===== src/rtl/sd5_pkg.sv =====
package sd5_pkg;
  localparam int NSTAGE = 5;
  // integrator gains as right shifts: 1, 1, 1/2, 1/4, 1/8
  localparam int INT_SH [NSTAGE] = '{0, 0, 1, 2, 3};
  // feed-forward weights into the comparator: 1, 1/2, 1/4, 1/8, 1/8
  localparam int FF_SH  [NSTAGE] = '{0, 1, 2, 3, 3};
  // resonator A: state 3 -> integrator 2 input, gain 1/1024
  localparam int RES_A_SH  = 10;
  // resonator B: state 5 -> integrator 4 input, gain 1/16 - 1/64
  localparam int RES_B_SH1 = 4;
  localparam int RES_B_SH2 = 6;
  localparam int LFSR_W = 23;
  localparam int LFSR_TAP = 18;
endpackage


===== src/rtl/sd5_integrator.sv =====
module sd5_integrator #(
  parameter int SW = 24,
  parameter int PW = 26
) (
  input  logic                 clk,
  input  logic                 rst,
  input  logic                 en,
  input  logic                 clr,
  input  logic signed [PW-1:0] inc,
  output logic signed [SW-1:0] st
);
  localparam logic signed [PW:0] HI = $signed({{(PW+2-SW){1'b0}}, {(SW-1){1'b1}}});
  localparam logic signed [PW:0] LO = $signed({{(PW+2-SW){1'b1}}, {(SW-1){1'b0}}});

  logic signed [PW:0] sum;
  assign sum = $signed({{(PW+1-SW){st[SW-1]}}, st}) + $signed({inc[PW-1], inc});

  always_ff @(posedge clk) begin
    if (rst)
      st <= '0;
    else if (en) begin
      if (clr)           st <= '0;
      else if (sum > HI) st <= HI[SW-1:0];
      else if (sum < LO) st <= LO[SW-1:0];
      else               st <= sum[SW-1:0];
    end
  end
endmodule


===== src/rtl/sd5_loop_filter.sv =====
module sd5_loop_filter
  import sd5_pkg::*;
#(
  parameter int DW    = 16,
  parameter int GUARD = 8,
  parameter int FB_SH = 0
) (
  input  logic                      clk,
  input  logic                      rst,
  input  logic                      en,
  input  logic                      clr,
  input  logic signed [DW+GUARD-1:0] drive,
  output logic                      y
);
  localparam int SW = DW + GUARD;
  localparam int PW = SW + 2;
  localparam int QW = SW + 3;
  localparam logic signed [PW-1:0] FBP = $signed(PW'(1) << (DW - 1 + FB_SH));

  function automatic logic signed [PW-1:0] ext(input logic signed [SW-1:0] v);
    return $signed({{(PW-SW){v[SW-1]}}, v});
  endfunction

  logic signed [SW-1:0] st  [NSTAGE];
  logic signed [PW-1:0] pre [NSTAGE];
  logic signed [PW-1:0] fbv;
  logic signed [QW-1:0] qsum;

  always_comb begin
    fbv    = y ? FBP : -FBP;
    pre[0] = ext(drive) - fbv;
    pre[1] = ext(st[0]) - (ext(st[2]) >>> RES_A_SH);
    pre[2] = ext(st[1]);
    pre[3] = ext(st[2]) - (ext(st[4]) >>> RES_B_SH1) + (ext(st[4]) >>> RES_B_SH2);
    pre[4] = ext(st[3]);
  end

  for (genvar g = 0; g < NSTAGE; g++) begin : g_int
    logic signed [PW-1:0] inc;
    assign inc = pre[g] >>> INT_SH[g];
    sd5_integrator #(.SW(SW), .PW(PW)) u_int (
      .clk(clk), .rst(rst), .en(en), .clr(clr), .inc(inc), .st(st[g])
    );
  end

  always_comb begin
    qsum = '0;
    for (int i = 0; i < NSTAGE; i++)
      qsum = qsum + ($signed({{(QW-SW){st[i][SW-1]}}, st[i]}) >>> FF_SH[i]);
    y = ~qsum[QW-1];
  end
endmodule


===== src/rtl/sd5_dither.sv =====
module sd5_dither
  import sd5_pkg::*;
#(
  parameter int DITH_W = 4
) (
  input  logic                     clk,
  input  logic                     rst,
  input  logic                     en,
  output logic signed [DITH_W-1:0] dith
);
  logic [LFSR_W-1:0] r;

  always_ff @(posedge clk) begin
    if (rst)     r <= LFSR_W'(1);
    else if (en) r <= {r[LFSR_W-2:0], r[LFSR_W-1] ^ r[LFSR_TAP-1]};
  end

  assign dith = $signed(r[DITH_W-1:0]);
endmodule


===== src/rtl/sd5_overload.sv =====
module sd5_overload #(
  parameter int RUN_W = 8
) (
  input  logic             clk,
  input  logic             rst,
  input  logic             step,
  input  logic             y,
  input  logic             prev,
  input  logic [RUN_W-1:0] limit,
  input  logic             clr,
  output logic             trip,
  output logic             flag
);
  localparam logic [RUN_W-1:0] RMAX = '1;

  logic [RUN_W-1:0] run_len;
  logic [RUN_W-1:0] nxt_len;

  always_comb begin
    if (y != prev)           nxt_len = RUN_W'(1);
    else if (run_len == RMAX) nxt_len = RMAX;
    else                     nxt_len = run_len + RUN_W'(1);
    trip = step && (limit != '0) && (nxt_len >= limit);
  end

  always_ff @(posedge clk) begin
    if (rst) begin
      run_len <= '0;
      flag    <= 1'b0;
    end else begin
      if (step) run_len <= trip ? '0 : nxt_len;
      if (trip)     flag <= 1'b1;
      else if (clr) flag <= 1'b0;
    end
  end
endmodule


===== src/rtl/sd5_modulator.sv =====
module sd5_modulator #(
  parameter int DW     = 16,
  parameter int GUARD  = 8,
  parameter int FB_SH  = 0,
  parameter int DITH_W = 4,
  parameter int RUN_W  = 8
) (
  input  logic             clk,
  input  logic             rst,
  input  logic             s_valid,
  output logic             s_ready,
  input  logic [DW-1:0]    s_data,
  input  logic             dither_en,
  input  logic [RUN_W-1:0] ovl_limit,
  input  logic             ovl_clr,
  output logic             bit_valid,
  output logic             bit_out,
  output logic             ovl_flag
);
  localparam int SW = DW + GUARD;

  logic                     step;
  logic                     y;
  logic                     trip;
  logic signed [DITH_W-1:0] dith;
  logic signed [SW-1:0]     drive;

  assign s_ready = ~rst;
  assign step    = s_valid & s_ready;

  always_comb begin
    drive = $signed({{(SW-DW){s_data[DW-1]}}, s_data});
    if (dither_en)
      drive = drive + $signed({{(SW-DITH_W){dith[DITH_W-1]}}, dith});
  end

  sd5_dither #(.DITH_W(DITH_W)) u_dither (
    .clk(clk), .rst(rst), .en(step), .dith(dith)
  );

  sd5_loop_filter #(.DW(DW), .GUARD(GUARD), .FB_SH(FB_SH)) u_loop (
    .clk(clk), .rst(rst), .en(step), .clr(trip), .drive(drive), .y(y)
  );

  sd5_overload #(.RUN_W(RUN_W)) u_ovl (
    .clk(clk), .rst(rst), .step(step), .y(y), .prev(bit_out),
    .limit(ovl_limit), .clr(ovl_clr), .trip(trip), .flag(ovl_flag)
  );

  always_ff @(posedge clk) begin
    if (rst) begin
      bit_valid <= 1'b0;
      bit_out   <= 1'b0;
    end else begin
      bit_valid <= step;
      if (step) bit_out <= y;
    end
  end
endmodule


===== config.mk =====
export PLATFORM = sky130hd
export DESIGN_NAME = sd5_modulator
export DESIGN_NICKNAME = d
export VERILOG_FILES = /design/src/rtl/sd5_pkg.sv /design/src/rtl/sd5_integrator.sv /design/src/rtl/sd5_loop_filter.sv /design/src/rtl/sd5_dither.sv /design/src/rtl/sd5_overload.sv /design/src/rtl/sd5_modulator.sv
export SDC_FILE = /design/constraint.sdc
export NUM_CORES = 1
export LEC_CHECK = 0
export ABC_AREA = 1
export ABC_CLOCK_PERIOD_IN_PS = 9850
export BUFFER_PORTS_ARGS = -buffer_cell sky130_fd_sc_hd__buf_4
export CAP_MARGIN = 40
export CORE_MARGIN = 2
export CORE_UTILIZATION = 50
export CTS_CLUSTER_DIAMETER = 60
export DETAILED_ROUTE_END_ITERATION = 12
export GPL_ROUTABILITY_DRIVEN = 0
export HOLD_SLACK_MARGIN = 0.15
export PLACE_DENSITY = 0.66
export SYNTH_ARGS = -nofsm -noshare
export SYNTH_HDL_FRONTEND = slang
export SYNTH_HIERARCHICAL = 1
export SYNTH_SLANG_ARGS = --single-unit

===== constraint.sdc =====
create_clock -name clk -period 9.85 [get_ports clk]
set_input_delay 0.4925 -clock clk [delete_from_list [all_inputs] [get_ports clk]]
set_output_delay 0.4925 -clock clk [all_outputs]
set_load 0.05 [all_outputs]

---- After elaboration in Yosys (flattened, before gate mapping) ----
Cells that the tools add are included.
W data, S select, Z words.
storage, ports and cells
  output and inout bits ................... 4
  register bits ........................... 154
operators by class
  add/sub/neg operators ................... 15
  $lt $le $gt $ge ......................... 11
  muxes and demuxes ....................... 22
  equality and inequality tests ........... 2
  reduce and logical (&&, ||, !) cells .... 4
  bitwise operators ....................... 4
operators with widths
  operator                number
  $mux W24                16
  $gt A27 B24 Y1 const B  5
  $lt A27 B24 Y1 const B  5
  $add A24 B23 Y25        2
  $add A24 B26 Y27        1
  $add A26 B21 Y27        1
  $add A27 B21 Y27        1
  $add A24 B25 Y26        1
  $add A25 B18 Y26        1
  $add A25 B22 Y26        1
  $mux W26                1
  $sub A24 B26 Y26        1
  $add A24 B21 Y25        1
  $add A24 B24 Y25        1
  $sub A24 B14 Y25        1
  $sub A24 B20 Y25        1
  $mux W8                 3
  $add A16 B4 Y17         1
  $add A8 B1 Y8 const B   1
  $eq A8 B8 Y1 const B    1
  $ge A8 B8 Y1            1
  $reduce_bool A8 Y1      1
  $logic_and A1 B1 Y1     2
  $mux W1                 2
  5 further kinds         6

---- Longest topological paths before layout ----
Gate-level depths: netlist of the first run.
  depth after elaboration ................. 11
  gate-level depth with buffers ........... 45
  gate-level depth less buffers ........... 44

---- Cells and area by module ----
Netlist of the first run, hierarchy kept.
by module, submodules not included
  module                                      cells an instance  times used  area each (µm²)
  sd5_integrator (u_loop.g_int[0].u_int ...)  503                3           2942.8
  sd5_loop_filter                             822                1           5875.6
  sd5_integrator (u_loop.g_int[4].u_int)      495                1           3141.8
  sd5_integrator (u_loop.g_int[1].u_int)      494                1           3136.8
  sd5_modulator                               251                1           1301.2
  sd5_overload                                127                1           845.8
  sd5_dither                                  108                1           843.3

---- Least setup slack after synthesis of the first run ----
No wires, ideal clock.
  kind .................................... flip-flop to flip-flop
  start point ............................. reg u_loop.g_int[2].u_int.st[23]
  end point ............................... reg u_loop.g_int[0].u_int.st[0]
  arrival time ............................ 5.750 ns
  clock period less this slack ............ 5.893 ns
  path slack .............................. 3.957 ns
  cell stages (with the launch flop) ...... 42
  setup time .............................. 0.143 ns
  required time ........................... 9.707 ns
  cells stage by stage .................... dfxtp_1 -> inv_1 -> fa_1 -> inv_1 -> fa_1 -> inv_1 -> fa_1 -> inv_1 -> ha_1 -> nand2_1 -> nor2_2 -> nand4_1 -> nor2_1 -> nand2_2 -> nand3_1 -> nand3_1 -> nand2_1 -> inv_1 -> [6 not listed] -> nand2_1 -> nand2_1 -> nand2_1 -> ha_1 -> nand2_1 -> nor3_1 -> nand2_1 -> nor2_1 -> nand2_2 -> nand3_1 -> nand2_1 -> nand2_2 -> inv_2 -> nand2_4 -> buf_6 -> nand2_1 -> nand2_1 -> a21oi_2
between the ends
  word-level cells in the longest chain between the ends .. 10
  elaborated cells between the ends (all ways) .. 16
RTL lines
  element                      line                   text
  start: declaration           sd5_integrator.sv:10   output logic signed [SW-1:0] st
  start signal: assignment     sd5_integrator.sv:23   else if (sum > HI) st <= HI[SW-1:0];
  start signal: assignment     sd5_integrator.sv:24   else if (sum < LO) st <= LO[SW-1:0];
  start signal: assignment     sd5_integrator.sv:25   else st <= sum[SW-1:0];
  $add A25 B22 Y26 *           sd5_loop_filter.sv:49  qsum = qsum + ($signed({{(QW-SW){st[i][SW-1]}}, st[i]}) >>> FF_SH[i]);
  $add A26 B21 Y27 *           sd5_loop_filter.sv:49
  $add A27 B21 Y27 *           sd5_loop_filter.sv:49
  $mux W26 *                   sd5_loop_filter.sv:30  fbv = y ? FBP : -FBP;
  $sub A24 B26 Y26 *           sd5_loop_filter.sv:31  pre[0] = ext(drive) - fbv;
  net u_loop.g_int[0].inc[23]  sd5_loop_filter.sv:39  logic signed [PW-1:0] inc;
  $add A24 B26 Y27 *           sd5_integrator.sv:16   assign sum = $signed({{(PW+1-SW){st[SW-1]}}, st}) + $signed({inc[PW-1], inc});
  $lt A27 B24 Y1               sd5_integrator.sv:24
  $mux W24                     sd5_integrator.sv:24
  $mux W24 *                   sd5_integrator.sv:23
  $mux W24 *                   sd5_integrator.sv:22   if (clr) st <= '0;
  end signal: assignment       sd5_integrator.sv:23
  end signal: assignment       sd5_integrator.sv:24
  end signal: assignment       sd5_integrator.sv:25
  end: declaration             sd5_integrator.sv:10
Mark *: on every way through the listed nets, which the timed path passes. The rest lies on a longest branch.
A chain may end at the register's enable or synchronous reset.

---- Worst setup path in the final report of the first run ----
  start point ............................. reg u_loop.g_int[4].u_int.st[23]
  end point ............................... reg u_loop.g_int[0].u_int.st[2]
between the ends
  word-level cells in the longest chain between the ends .. 8
  elaborated cells between the ends (all ways) .. 14
RTL lines
  element                      line
  start: declaration           sd5_integrator.sv:10
  start signal: assignment     sd5_integrator.sv:23
  start signal: assignment     sd5_integrator.sv:24
  start signal: assignment     sd5_integrator.sv:25
  $add A27 B21 Y27 *           sd5_loop_filter.sv:49
  $mux W26 *                   sd5_loop_filter.sv:30
  $sub A24 B26 Y26 *           sd5_loop_filter.sv:31
  net u_loop.g_int[0].inc[21]  sd5_loop_filter.sv:39
  $add A24 B26 Y27 *           sd5_integrator.sv:16
  $lt A27 B24 Y1               sd5_integrator.sv:24
  $mux W24                     sd5_integrator.sv:24
  $mux W24 *                   sd5_integrator.sv:23
  $mux W24 *                   sd5_integrator.sv:22
Marked as above.

==> results of run 1 <==
==> layout make-up <==
cell class | count | area share, %
multi-input cells | 2910 | 71.1
repair buffers | 43 | 1.30
well taps | 615 | 3.07
inverters | 676 | 10.1
clock buffers | 22 | 1.89
clock inverters | 10 | 0.269
flip-flops and latches | 154 | 12.3
==> flip-flops by register name (all words and copies together), names as in the netlist <==
| name | cells |
|---|---|
| u_ovl/run_len | 8 |
| u_ovl/flag | 1 |
| u_dither/r | 23 |
| bit_out | 1 |
| u_loop/g_int.u_int/st | 120 |
| bit_valid | 1 |
==> cells in the mapped netlist, types with 2 or more instances <==
cell type	number	area, µm²
nand4_2	2	25.0
buf_2	7	35.0
buf_6	17	191
o21bai_1	22	165
ha_1	229	2870
dfxtp_1	154	3080
clkbuf_1	22	82.6
xor2_1	93	815
nor2_4	13	146
nand4_1	37	231
o21ai_0	38	190
xnor2_1	59	517
nand2_4	25	282
nor2_1	222	833
o41ai_1	4	35.0
o21ai_4	2	32.5
clkbuf_8	5	68.8
fa_1	98	1960
nand2_2	151	945
a21o_1	17	128
a31oi_1	12	75.1
a21oi_4	3	48.8
nor3_2	6	60.1
or2_2	4	25.0
nor3_1	20	100
nand2_1	1302	4890
buf_12	3	60.1
o21a_1	4	30.0
nand3b_1	11	82.6
inv_2	25	93.8
nand3_2	24	240
nor4_1	5	31.3
and2_1	8	50.1
a21oi_2	105	920
a21oi_1	212	1060
nand3_1	120	601
inv_1	651	2440
o21ai_2	5	43.8
o211ai_1	4	30.0
or2_1	3	18.8
nor2_2	31	194
o21ai_1	8	40.0
buf_4	11	82.6
==> through the flow <==
| stage | utilization, % | std cells |
|---|---|---|
| global placement | 51.7 | 4398 |
| floorplan | - | 3806 |
| detailed placement | 51.7 | 4398 |
| finish | 52.8 | 4430 |
| global route | 52.8 | 4430 |
| CTS | 52.8 | 4430 |
==> cell families after synthesis <==
logic type                 after synthesis  synth area share [%]
buffers and inverters                  742                  12.8
adders and majority gates              327                  20.1
DFF                                    154                  12.9
and+or+nand+nor                       1988                  36.7
xor gates and xnor gates               153                  5.62
AOI/OAI and AO/OA                      442                  11.9
==> worst max-delay path: cells and delay by family, from the launching register on <==
family | cells | cell delay [ns]
buffers and inverters | 7 | 0.64
and+or+nand+nor | 26 | 2.75
DFF | 1 | 0.51
adders and majority gates | 6 | 2.52
AOI/OAI and AO/OA | 1 | 0.05
==> routing by layer <==
| metal | GRT usage, % | vias to the layer above | wire, µm |
|---|---|---|---|
| li1 | - | 11766 | - |
| met1 | 34.9 | 10070 | 30200 |
| met2 | 46.2 | 402 | 30300 |
| met3 | 2.86 | 104 | 2410 |
| met4 | 11.1 | 0 | 2470 |
| met5 | 0 | - | 0 |
==> how the worst max path moves through the flow <==
stage                                      start                            to  slack, ns  cells after the start
floorplan           u_loop/g_int[2].u_int/st[23]   u_loop/g_int[0].u_int/st[0]       3.96                     41
global placement    u_loop/g_int[4].u_int/st[23]   u_loop/g_int[0].u_int/st[1]       3.42                     40
detailed placement  u_loop/g_int[4].u_int/st[23]   u_loop/g_int[0].u_int/st[2]       3.34                     40
CTS                 u_loop/g_int[4].u_int/st[23]   u_loop/g_int[0].u_int/st[2]       3.31                     40
global route        u_loop/g_int[4].u_int/st[23]  u_loop/g_int[0].u_int/st[17]       2.51                     41
finish              u_loop/g_int[4].u_int/st[23]   u_loop/g_int[0].u_int/st[2]       3.24                     40
==> results.yml, run 1 <==
final_layout:
  regArea_um2: 3080
  antenna-diode-count: 0
  design_area_um2: 25100
  layout_common_cells: "nand2_1 (1302), inv_1 (651), ha_1 (229), nor2_1 (219), a21oi_1 (212)"
  multi_input_area_um2: 17800
  finalNetCount: 4158
  layout-drive-gt1-share_pct: 12.5
  layout_commonest_cell: "nand2_1"
  area_growth_pct: 4.70
  nFillCells: 4994
place:
  io_buffers: 32
  post-place-ws_ns: 3.34
  placed_area_um2: 24600
  hpwlAfterDp_um: 53900
timing:
  max_freq_ghz: 0.151
  fin_crit_ns: 6.61
  finalSetupTns_ns: 0
  skew_ns: 0.0152
  fin_ws_ns: 3.24
  rsz0062_at_grt: "no"
  whs_ns: 0.265
  final-max-slew-violation-count: 0
  slew_headroom_pct: 40.0
  tightest_slew_ns: 0.899
  post-route-period-util_pct: 67.1
  hold_viol_final: 0
  setup_viol: 0
hold_path:
  hp-start: "ovl_clr"
  hp-class: "in2reg"
  min_to: "u_ovl/flag"
  holdPathStages: 4
global_route:
  grt_max_degree: 58
  first_global_vias: 21240
  grtUsageTotal_pct: 27.1
  overflow: 0
  grt_pass1_wl_um: 108000
  antenna_found_initial: 0
critical_path:
  cp_max_fo: 23
  worstSetupPathType: "reg2reg"
  cp-start-kind: "register"
  rr_startpoint: "u_loop/g_int[4].u_int/st[23]"
  crit_path_top_delay_cell: "fa_1"
  r2r_end: "u_loop/g_int[0].u_int/st[2]"
  rrSetupSlack_ns: 3.24
  reg2reg_depth: 40
  max_stage_delay_ns: 0.59
  critPathArrivalTime_ns: 6.95
  cpMostUsedCell: "nand2_1"
  required_ns: 10.19
  end_kind: "register"
cts:
  post_cts_buffers: 0
  clk_path_buf_depth: 2
  root_buffer: "clkbuf_16"
  holdBufCountCts: 0
  cts_made_buffers: 17
  clock_latency_ns: 0.50
  h-tree-depth: 4
  cts_sinks: 154
  tritoncts: "done"
  cts-resized-gates: 0
  path_clk_slew_ns: 0.07
logic_synthesis:
  syn-cell-area_um2: 24000
  syn_area_per_cell_um2: 6.30
  ys_types: 55
  synthCells: 3806
  async_flop_share_pct: 0
  yosysSeqAreaShare_pct: 12.9
  syn_nets: 4162
  ys_warn_count: 6
  ys_seq_elements: 154
  synth_ff_type: "dfxtp_1"
  synth-edff-count: 0
route:
  wl_per_cell_um: 14.8
  ant_nets: 0
  vias: 22342
  routed_via_density: 5.04
  first_pass_iters: 5
  post-route-drc-count: 0
  drt-initial-drc-count: 1413
  finalWirelength_um: 65400
die:
  core_area_um2: 47500
  rows: 80
  fp.dieArea_um2: 49700
  die-height_um: 223
  ios: 33
  floorplan.initialDensity_pct: 50.4
  die_w_um: 223
status:
  status: "finished, final reports clean"
job:
  cap_violations: 0
Power of run 1 is not shown: default switching activity piles up to over one toggle a cycle in this logic, so the estimate is an artifact.
==> inputs of run 2 (changes only) <==
--- a/config.mk
+++ b/config.mk
@@ -6,7 +6,7 @@
 export NUM_CORES = 1
 export LEC_CHECK = 0
 export ABC_AREA = 1
-export ABC_CLOCK_PERIOD_IN_PS = 9850
+export ABC_CLOCK_PERIOD_IN_PS = 5850
 export BUFFER_PORTS_ARGS = -buffer_cell sky130_fd_sc_hd__buf_4
 export CAP_MARGIN = 40
 export CORE_MARGIN = 2
@@ -15,7 +15,7 @@
 export DETAILED_ROUTE_END_ITERATION = 12
 export GPL_ROUTABILITY_DRIVEN = 0
 export HOLD_SLACK_MARGIN = 0.15
-export PLACE_DENSITY = 0.66
+export PLACE_DENSITY = 0.68
 export SYNTH_ARGS = -nofsm -noshare
 export SYNTH_HDL_FRONTEND = slang
 export SYNTH_HIERARCHICAL = 1
==> constraint.sdc (replaced) <==
create_clock -name clk -period 5.85 [get_ports clk]
set_input_delay 0.2925 -clock clk [delete_from_list [all_inputs] [get_ports clk]]
set_output_delay 0.2925 -clock clk [all_outputs]
set_load 0.05 [all_outputs]
==> run 2 against run 1 <==
The run now ends with negative setup slack left. Critical path depth is 3 lower. Register-to-register slack worse by 3.4 ns. Die area stayed put. Worst setup slack worse by 3.4 ns. Critical path type unchanged.
==> results.yml, run 2 (same netlist as run 1, synthesis figures left out) <==
status:
  status: "finished with violations"
  violations: "negative setup slack"
cts:
  cts_made_buffers: 17
  path_clk_slew_ns: 0.08
  clk_path_buf_depth: 2
  cts_sinks: 154
  root_buffer: "clkbuf_16"
  h-tree-depth: 4
  clock_latency_ns: 0.49
  tritoncts: "done"
global_route:
  grt_pass1_wl_um: 112000
  antenna_found_initial: 0
  first_global_vias: 21808
  overflow: 0
  grt_max_degree: 56
  grtUsageTotal_pct: 28.3
final_layout:
  nFillCells: 4575
  layout_commonest_cell: "nand2_1"
  layout-drive-gt1-share_pct: 18.3
  regArea_um2: 3090
  fin_util_pct: 57.1
  antenna-diode-count: 0
  fin_cells: 4587
  largest_reg_flops: 120
  area_growth_pct: 13.2
  reg_top3: "u_loop/g_int.u_int/st (120), u_dither/r (23), u_ovl/run_len (8)"
  multi_input_area_um2: 18500
  largest-register: "u_loop/g_int.u_int/st"
  layout_common_cells: "nand2_1 (1266), inv_1 (643), ha_1 (219), a21oi_1 (206), nor2_1 (204)"
  finalNetCount: 4315
route:
  met1_length_um: 31000
  highest_layer: "met4"
  finalWirelength_um: 69400
  first_pass_iters: 6
  wl_per_cell_um: 15.1
  routed_via_density: 5.12
  ant_nets: 0
  post-route-drc-count: 0
  dr_wl_met2_um: 31400
  route.met3.wl_um: 3180
  vias: 23498
  drt-initial-drc-count: 1600
hold_path:
  holdPathStages: 2
  min_to: "u_loop/g_int[1].u_int/st[22]"
  hp-class: "in2reg"
  hp-start: "rst"
critical_path:
  required_ns: 6.27
  crit_family: "adder cells"
  cp-start-kind: "register"
  critPathArrivalTime_ns: 6.46
  worstSetupPathType: "reg2reg"
  path_buf_inv: 7
  reg2reg_depth: 37
  cpMostUsedCell: "nand2_1"
  r2r_end: "u_loop/g_int[0].u_int/st[13]"
  cp_max_fo: 6
  rr_startpoint: "u_loop/g_int[2].u_int/st[23]"
  end_kind: "register"
  rrSetupSlack_ns: -0.19
  max_stage_delay_ns: 0.55
  crit_path_top_delay_cell: "fa_1"
timing:
  final-max-slew-violation-count: 0
  post-route-period-util_pct: 103
  fin_crit_ns: 6.04
  fin_ws_ns: -0.192
  tightest_slew_ns: 0.901
  slew_headroom_pct: 39.9
  setup_viol: 24
  rsz0062_at_grt: "yes"
  max_freq_ghz: 0.166
  hold_viol_final: 0
  whs_ns: 0.220
  skew_ns: 0.0175
  finalSetupTns_ns: -3.44
place:
  dp_cells: 4537
  io_buffers: 32
  hpwlAfterDp_um: 56900
job:
  cap_violations: 0
die:
  core_area_um2: 47500
  die_w_um: 223
  ios: 33
  fp.dieArea_um2: 49700
  die-height_um: 223
  floorplan.initialDensity_pct: 50.4
  rows: 80
==> run 2: changes by cell type in the layout (fill, tap and decap cells not counted), moves of 8 or more <==
cell     previous run  this run
nand2_4            25        35
ha_1              229       219
nand2_2           151       174
nand2_8             0         9
inv_1             651       643
buf_12              0         9
buf_4              42       177
nor2_1            219       204
ha_4                0         9
nand2_1          1302      1266
nand3_1           120       112
nor2_4             14        23
==> run 2: what timing repair did <==
| action | in CTS | in global routing |
|---|---|---|
| hold endpoints to repair | 3 | 0 |
| setup buffers | 5 | 4 |
| hold buffers | 2 | 0 |
| setup endpoints to repair | 24 | 116 |
| pin swaps | 42 | 57 |
| cloned | 4 | 3 |
| resized for setup | 52 | 85 |
==> run 2: area by class of cell <==
| type | count | share of cell area, % |
|---|---|---|
| Multi-Input combinational cell | 2916 | 68.2 |
| Sequential cell | 154 | 11.4 |
| Inverter | 676 | 9.41 |
| Timing Repair Buffer | 194 | 5.93 |
| Tap cell | 615 | 2.84 |
| Clock buffer | 22 | 1.78 |
| Clock inverter | 10 | 0.475 |
==> run 2: layer usage <==
metal | vias to the layer above | GRT usage, %
met5 | - | 0
met4 | 0 | 13.9
met3 | 149 | 3.19
met2 | 537 | 46.7
met1 | 10706 | 36.8
li1 | 12106 | -
==> run 2: through the flow <==
stage | cell area [µm²] | setup slack [ns]
floorplan | 24000 | 0.0101
global placement | 25700 | -0.106
finish | 27100 | -0.192
global route | 27100 | -0.561
CTS | 26600 | -0.0238
detailed placement | 25700 | -0.223
==> run 2: worst max path at each step <==
stage,startpoint,to,slack [ns],depth (start not counted)
after detailed placement,u_loop/g_int[2].u_int/st[23],u_loop/g_int[0].u_int/st[4],-0.22,40
after global routing,u_loop/g_int[2].u_int/st[23],u_loop/g_int[0].u_int/st[13],-0.56,41
final,u_loop/g_int[2].u_int/st[23],u_loop/g_int[0].u_int/st[13],-0.19,37
after floorplan,u_loop/g_int[2].u_int/st[23],u_loop/g_int[0].u_int/st[0],0.01,41
after CTS,u_loop/g_int[2].u_int/st[23],u_loop/g_int[0].u_int/st[23],-0.02,40
after global placement,u_loop/g_int[2].u_int/st[23],u_loop/g_int[0].u_int/st[3],-0.11,40
Power of run 2 is left out for the same reason.
